--- src/rtl/kbr_pkg.sv ---
package kbr_pkg;
   localparam int unsigned KBR_READ_KEYS_CODE = 8;

   function automatic int unsigned kbr_min(input int unsigned a, input int unsigned b);
      return (a < b) ? a : b;
   endfunction
endpackage

--- src/rtl/kbr_fifo.sv ---
module kbr_fifo #(
   parameter int unsigned WIDTH = 10,
   parameter int unsigned DEPTH = 8,
   localparam int unsigned AW   = (DEPTH > 1) ? $clog2(DEPTH) : 1,
   localparam int unsigned CW   = $clog2(DEPTH + 1)
) (
   input  logic             clk,
   input  logic             rst_n,
   input  logic             push,
   input  logic [WIDTH-1:0] push_data,
   input  logic             pop,
   output logic [WIDTH-1:0] head,
   output logic [CW-1:0]    fill,
   output logic             full
);
   logic [WIDTH-1:0] mem [DEPTH];
   logic [AW-1:0]    wr_ptr, rd_ptr, wr_nxt, rd_nxt;
   logic             do_push, do_pop;

   assign full    = (fill == CW'(DEPTH));
   assign do_push = push && !full;
   assign do_pop  = pop && (fill != '0);
   assign head    = mem[rd_ptr];

   generate
      if ((1 << AW) == DEPTH) begin : g_pow2
         assign wr_nxt = wr_ptr + 1'b1;
         assign rd_nxt = rd_ptr + 1'b1;
      end else begin : g_wrap
         assign wr_nxt = (wr_ptr == AW'(DEPTH - 1)) ? '0 : wr_ptr + 1'b1;
         assign rd_nxt = (rd_ptr == AW'(DEPTH - 1)) ? '0 : rd_ptr + 1'b1;
      end
   endgenerate

   always_ff @(posedge clk) begin
      if (do_push) mem[wr_ptr] <= push_data;
   end

   always_ff @(posedge clk) begin
      if (!rst_n) begin
         wr_ptr <= '0;
         rd_ptr <= '0;
         fill   <= '0;
      end else begin
         if (do_push) wr_ptr <= wr_nxt;
         if (do_pop)  rd_ptr <= rd_nxt;
         case ({do_push, do_pop})
            2'b10:   fill <= fill + 1'b1;
            2'b01:   fill <= fill - 1'b1;
            default: fill <= fill;
         endcase
      end
   end
endmodule

--- src/rtl/kbr_cmd_rx.sv ---
module kbr_cmd_rx #(
   parameter int unsigned CMD_W    = 4,
   parameter int unsigned CMD_CODE = 8,
   localparam int unsigned NW      = $clog2(CMD_W)
) (
   input  logic clk,
   input  logic rst_n,
   input  logic enable,
   input  logic bit_valid,
   input  logic bit_in,
   output logic hit
);
   logic [CMD_W-1:0] sh;
   logic [CMD_W-1:0] word;
   logic [NW-1:0]    nbits;
   logic             last;

   assign word = {sh[CMD_W-2:0], bit_in};
   assign last = (nbits == NW'(CMD_W - 1));
   assign hit  = enable && bit_valid && last && (word == CMD_W'(CMD_CODE));

   always_ff @(posedge clk) begin
      if (!rst_n) begin
         sh    <= '0;
         nbits <= '0;
      end else if (enable && bit_valid) begin
         sh    <= word;
         nbits <= last ? '0 : nbits + 1'b1;
      end
   end
endmodule

--- src/rtl/kbr_reply_ser.sv ---
module kbr_reply_ser #(
   parameter int unsigned ENTRY_W = 10,
   parameter int unsigned STAT_W  = 4,
   parameter int unsigned KEYS_W  = 3,
   localparam int unsigned BW     = $clog2(ENTRY_W + 1),
   localparam int unsigned PAD    = ENTRY_W - STAT_W
) (
   input  logic               clk,
   input  logic               rst_n,
   input  logic               load,
   input  logic [STAT_W-1:0]  load_status,
   input  logic [KEYS_W-1:0]  load_keys,
   input  logic               strobe,
   input  logic [ENTRY_W-1:0] head,
   output logic               pop,
   output logic               bit_out,
   output logic               busy
);
   logic [ENTRY_W-1:0] sh;
   logic [BW-1:0]      bits_left;
   logic [KEYS_W-1:0]  keys_left;
   logic               step, more_bits;

   assign step      = busy && strobe;
   assign more_bits = (bits_left > BW'(1));
   assign pop       = step && !more_bits && (keys_left != '0);
   assign bit_out   = sh[ENTRY_W-1];

   always_ff @(posedge clk) begin
      if (!rst_n) begin
         busy      <= 1'b0;
         sh        <= '0;
         bits_left <= '0;
         keys_left <= '0;
      end else if (load) begin
         busy      <= 1'b1;
         sh        <= {load_status, {PAD{1'b0}}};
         bits_left <= BW'(STAT_W);
         keys_left <= load_keys;
      end else if (step) begin
         if (more_bits) begin
            sh        <= sh << 1;
            bits_left <= bits_left - 1'b1;
         end else if (keys_left != '0) begin
            sh        <= head;
            bits_left <= BW'(ENTRY_W);
            keys_left <= keys_left - 1'b1;
         end else begin
            busy      <= 1'b0;
            sh        <= '0;
            bits_left <= '0;
         end
      end
   end
endmodule

--- src/rtl/key_reply_encoder.sv ---
module key_reply_encoder #(
   parameter int unsigned CODE_W  = 6,
   parameter int unsigned MOD_W   = 4,
   parameter int unsigned DEPTH   = 8,
   parameter int unsigned CNT_W   = 3,
   parameter int unsigned CMD_W   = 4,
   parameter int unsigned CMD_KEY = kbr_pkg::KBR_READ_KEYS_CODE
) (
   input  logic              clk,
   input  logic              rst_n,
   input  logic              key_valid,
   input  logic              key_press,
   input  logic [CODE_W-1:0] key_code,
   input  logic [MOD_W-1:0]  key_mods,
   input  logic              cmd_bit_valid,
   input  logic              cmd_bit,
   input  logic              rd_strobe,
   output logic              reply_bit,
   output logic              reply_busy
);
   localparam int unsigned ENTRY_W = MOD_W + CODE_W;
   localparam int unsigned STAT_W  = CNT_W + 1;
   localparam int unsigned MAXK    = (1 << CNT_W) - 1;
   localparam int unsigned CW      = $clog2(DEPTH + 1);

   if (ENTRY_W <= STAT_W) begin : g_bad_entry
      $error("key entry must be wider than the status nibble");
   end
   if (DEPTH < 2) begin : g_bad_depth
      $error("queue depth must be at least 2");
   end
   if (CMD_W < 2 || CMD_KEY >= (1 << CMD_W)) begin : g_bad_cmd
      $error("command code does not fit the command width");
   end

   logic [ENTRY_W-1:0] head, push_data;
   logic [CW-1:0]      fill_cnt;
   logic               full, push, pop, load;
   logic               held_valid, held_in_fifo, held_reported;
   logic [CODE_W-1:0]  held_code;
   logic [MOD_W-1:0]   held_mods;
   logic               all_out, flag, load_rep, rel_match;
   logic [CNT_W-1:0]   take;
   logic [STAT_W-1:0]  status;

   // how many keys this reply carries, and whether the last one is still down
   assign all_out  = (fill_cnt <= CW'(MAXK));
   assign take     = all_out ? CNT_W'(fill_cnt) : CNT_W'(MAXK);
   assign flag     = (fill_cnt == '0) ? held_valid : (held_valid && held_in_fifo && all_out);
   assign status   = {flag, take};
   assign load_rep = load && flag && (fill_cnt != '0);

   assign rel_match = key_valid && !key_press && held_valid && (key_code == held_code);
   assign push      = key_valid && (key_press || (rel_match && (held_reported || load_rep)));
   assign push_data = key_press ? {key_mods, key_code} : {held_mods, held_code};

   kbr_cmd_rx #(.CMD_W(CMD_W), .CMD_CODE(CMD_KEY)) u_rx (
      .clk(clk), .rst_n(rst_n), .enable(!reply_busy),
      .bit_valid(cmd_bit_valid), .bit_in(cmd_bit), .hit(load)
   );

   kbr_fifo #(.WIDTH(ENTRY_W), .DEPTH(DEPTH)) u_q (
      .clk(clk), .rst_n(rst_n), .push(push), .push_data(push_data),
      .pop(pop), .head(head), .fill(fill_cnt), .full(full)
   );

   kbr_reply_ser #(.ENTRY_W(ENTRY_W), .STAT_W(STAT_W), .KEYS_W(CNT_W)) u_ser (
      .clk(clk), .rst_n(rst_n), .load(load), .load_status(status),
      .load_keys(take), .strobe(rd_strobe), .head(head),
      .pop(pop), .bit_out(reply_bit), .busy(reply_busy)
   );

   always_ff @(posedge clk) begin
      if (!rst_n) begin
         held_valid    <= 1'b0;
         held_in_fifo  <= 1'b0;
         held_reported <= 1'b0;
         held_code     <= '0;
         held_mods     <= '0;
      end else begin
         if (load && (fill_cnt != '0) && all_out) begin
            held_in_fifo <= 1'b0;
            if (flag) held_reported <= 1'b1;
         end
         if (key_valid && key_press) begin
            held_valid    <= 1'b1;
            held_code     <= key_code;
            held_mods     <= key_mods;
            held_in_fifo  <= !full;
            held_reported <= 1'b0;
         end else if (rel_match) begin
            held_valid    <= 1'b0;
            held_in_fifo  <= 1'b0;
            held_reported <= 1'b0;
         end
      end
   end
endmodule

--- config.mk ---
export PLATFORM = sky130hd
export DESIGN_NAME = key_reply_encoder
export DESIGN_NICKNAME = d
export VERILOG_FILES = /design/src/rtl/kbr_pkg.sv /design/src/rtl/kbr_fifo.sv /design/src/rtl/kbr_cmd_rx.sv /design/src/rtl/kbr_reply_ser.sv /design/src/rtl/key_reply_encoder.sv
export SDC_FILE = /design/constraint.sdc
export NUM_CORES = 1
export LEC_CHECK = 0
export BUFFER_PORTS_ARGS = -buffer_cell sky130_fd_sc_hd__buf_4
export CAP_MARGIN = 5
export CORE_ASPECT_RATIO = 0.5
export CORE_MARGIN = 1.5
export CORE_UTILIZATION = 45
export DETAILED_ROUTE_END_ITERATION = 16
export GPL_TIMING_DRIVEN = 0
export SYNTH_ARGS = -nofsm -noshare
export SYNTH_HDL_FRONTEND = slang
export SYNTH_HIERARCHICAL = 1
export SYNTH_SLANG_ARGS = --single-unit
--- constraint.sdc ---
create_clock -name clk -period 4.9 [get_ports clk]
set_input_delay 0.735 -clock clk [delete_from_list [all_inputs] [get_ports clk]]
set_output_delay 0.735 -clock clk [all_outputs]
set_load 0.02 [all_outputs]
==> flow_summary.ini <==
[synthesis]
ys_warn_count = 6
synth_edf_count = 80
synth_top_area_share_pct = 42.5
synth_cells = 421
async_reset_ff_share_pct = 0
syn_nets = 448
yosys.area.top_type = edfxtp_1
synth_common_cells = edfxtp_1, dfxtp_1, nand2_1
synth.avg_cell_area_um2 = 13.4
synthFlopType = edfxtp_1
synth-seq-cells = 129
yosysUniqueCellTypes = 58
synth.most_common_cell = edfxtp_1
netlist_area_um2 = 5660
synth_area_leaders = edfxtp_1, dfxtp_1, mux4_2, nand2_1, ha_1
ys_seq_area_share_pct = 59.8

[setup_path]
worstSetupEndpointType = flip-flop
path_class = reg2reg
crit_start = u_ser/busy$_SDFFE_PN0P_
crit_fanout = 10
ff2ff_setup_slack_ns = 0.64
r2r_cells = 10
cp_cell_sequence = inv_1 > buf_2 > nand4_1 > nor4_1 > nor3b_2 > a31oi_1 > o31ai_1 > nand2_2 > or2_2 > nor2_1
r2r_start = u_ser/busy$_SDFFE_PN0P_
worstReg2RegEnd = u_q/mem[6][1]$_DFFE_PP_
startpoint_type = flip-flop
worstPathRequired_ns = 4.93
arrival_ns = 4.28
slowest_delay_ns = 0.89
crit_path_end = u_q/mem[6][1]$_DFFE_PP_
crit_slowest_cell = nor2_1

[clock_tree]
clkTransAtPathRegs_ns = 0.06
hold_buffers = 0
cts_buffers = 17
ctsLongestPathBuffers = 2
ctsRootBufferMaster = clkbuf_16
cts_setup_buffers = 0
postCtsResizedCells = 0
clock_sinks = 129
cts_htree_levels = 4
insertion_delay_ns = 0.42
cts_tree = built

[grt]
antenna_found_initial = 0
grt_max_degree = 17
grt.overflow.total = 0
track_usage_pct = 19.6
grt_pass1_wl_mm = 18.8
grt_pass1_vias = 3443

[placement]
pre_cts_ws_ns = 0.151
routabilityCongestion = 0.759
io_buffers = 18
dp_hpwl_mm = 7.80

[die]
num_rows = 28
die-area_um2 = 13300
start_util_pct = 47.1
die_width_um = 162
die_h_um = 82.3
ioPinCount = 19
core_area_um2 = 12000

[sta]
rsz0062_at_grt = no
max_freq_mhz = 235
setup_viol = 0
min_period_over_period_pct = 86.8
hold_viol_final = 0
min_period_ns = 4.26
hold-worst-slack_ns = 0.452
clock_skew_ns = 0.0132
slew_headroom_pct = 21.9
max_slew.worst_pin.slew_ns = 1.17
setup_slack_ns = 0.645
drv_slew = 0

[drt]
vias = 3398
ant_nets = 0
avgRoutedWirePerCell_um = 18.4
post-route-drc-count = 0
drtPass1Iterations = 5
drtIter0Drc = 243
routed_wl_mm = 11.7
routed_via_density = 5.33

[layout]
layout-drive-gt1-share_pct = 23.3
antennaDiodeCount = 0
area_growth_syn_to_layout_pct = 17.8
final_nets = 487

[flow_run]
drv_cap = 0

[power]
powerDensity_nw_per_um2 = 396
peakVddDrop_mv = 0.252
p_leak_uw = 0.00224

[min_path]
holdCritPathClass = reg2reg

[outcome]
status = finished clean
## how the worst min path moves through the flow
| stage | start | end | slack (ns) | depth (start not counted) |
|---|---|---|---|---|
| floorplan | held_mods[0]$_SDFFE_PN0P_ | held_mods[0]$_SDFFE_PN0P_ | 0.43 | 2 |
| global placement | held_mods[2]$_SDFFE_PN0P_ | held_mods[2]$_SDFFE_PN0P_ | 0.44 | 2 |
| detailed placement | held_mods[1]$_SDFFE_PN0P_ | held_mods[1]$_SDFFE_PN0P_ | 0.45 | 2 |
| CTS | held_mods[2]$_SDFFE_PN0P_ | held_mods[2]$_SDFFE_PN0P_ | 0.46 | 2 |
| global route | held_mods[2]$_SDFFE_PN0P_ | held_mods[2]$_SDFFE_PN0P_ | 0.47 | 2 |
| finish | held_mods[1]$_SDFFE_PN0P_ | held_mods[1]$_SDFFE_PN0P_ | 0.45 | 2 |
## cell usage in the layout, fill, tap and decap left out, types with 5 or more instances in the layout
cell type / n
clkbuf_1: 9
a21oi_1: 15
mux2_1: 10
ha_1: 10
o21ai_0: 8
buf_2: 10
inv_1: 8
a21boi_0: 6
nor2b_1: 5
nor4b_1: 9
and2_1: 7
mux2_2: 11
nand2_1: 42
mux4_2: 20
o21a_1: 5
buf_4: 18
a21boi_1: 13
nand3_1: 9
xnor2_1: 12
edfxtp_1: 80
dfxtp_1: 49
a211oi_1: 6
nor2_1: 15
clkbuf_16: 17
## registers in the layout (all words and copies together) (netlist names), 2 cells and up, named ones only
name / flops
held_mods: 4
u_ser/keys_left: 3
u_rx/nbits: 2
u_q/fill: 4
u_q/mem: 80
u_q/wr_ptr: 3
u_ser/sh: 10
u_ser/bits_left: 4
u_q/rd_ptr: 3
held_code: 6
u_rx/sh: 3
## layer usage
layer | global-route usage (%) | wire length [µm] | up-vias
li1 | - | - | 1662
met1 | 27.7 | 6070 | 1674
met2 | 29.7 | 5110 | 50
met3 | 4.25 | 464 | 12
met4 | 7.69 | 103 | 0
met5 | 0 | 0 | -
## metrics by stage
stage          area [µm²]  TNS (ns)  power [µW]  std cells  util [%]
6_report             6660         0        2640        638      55.4
5_1_grt              6660         0        2710        638      55.4
4_1_cts              6660         0        2660        638      55.4
3_5_place_dp         6030         0        1300        606      50.2
3_3_place_gp         6000     -2.10        1300        604      49.9
2_1_floorplan        5660         0        1260        421         -
## layout make-up
type                       instances  area [µm²]
multi-input combinational        262        2150
sequential                       129        3380
clock inverter                    15         206
fill                             984        5360
tap                              165         206
buffer                            21        98.8
timing repair buffer              20         158
inverter                           9        33.8
clock buffer                      17         425
## critical path: cells and delay by family, from the launching register on
| kind | cells | cell delay, ns |
|---|---|---|
| compound gates | 2 | 0.68 |
| simple gates | 6 | 2.56 |
| buf+inv | 2 | 0.25 |
| flops | 1 | 0.36 |
## report_power, final
part / total (µW) / switching [µW] / internal [µW]
combinational: 98.3 / 56.2 / 42.0
sequential: 1180 / 10.2 / 1170
clock: 1360 / 497 / 858
total: 2640 / 564 / 2070
## cell families after synthesis
| kind of cell | Yosys count | share of synthesized area [%] |
|---|---|---|
| buf+inv | 30 | 2.35 |
| fa+ha+maj | 10 | 2.21 |
| compound gates | 72 | 8.67 |
| flops | 129 | 59.8 |
| mux | 43 | 12.5 |
| xor+xnor | 14 | 2.17 |
| simple gates | 123 | 12.3 |
(Power assumes the default switching activity.)
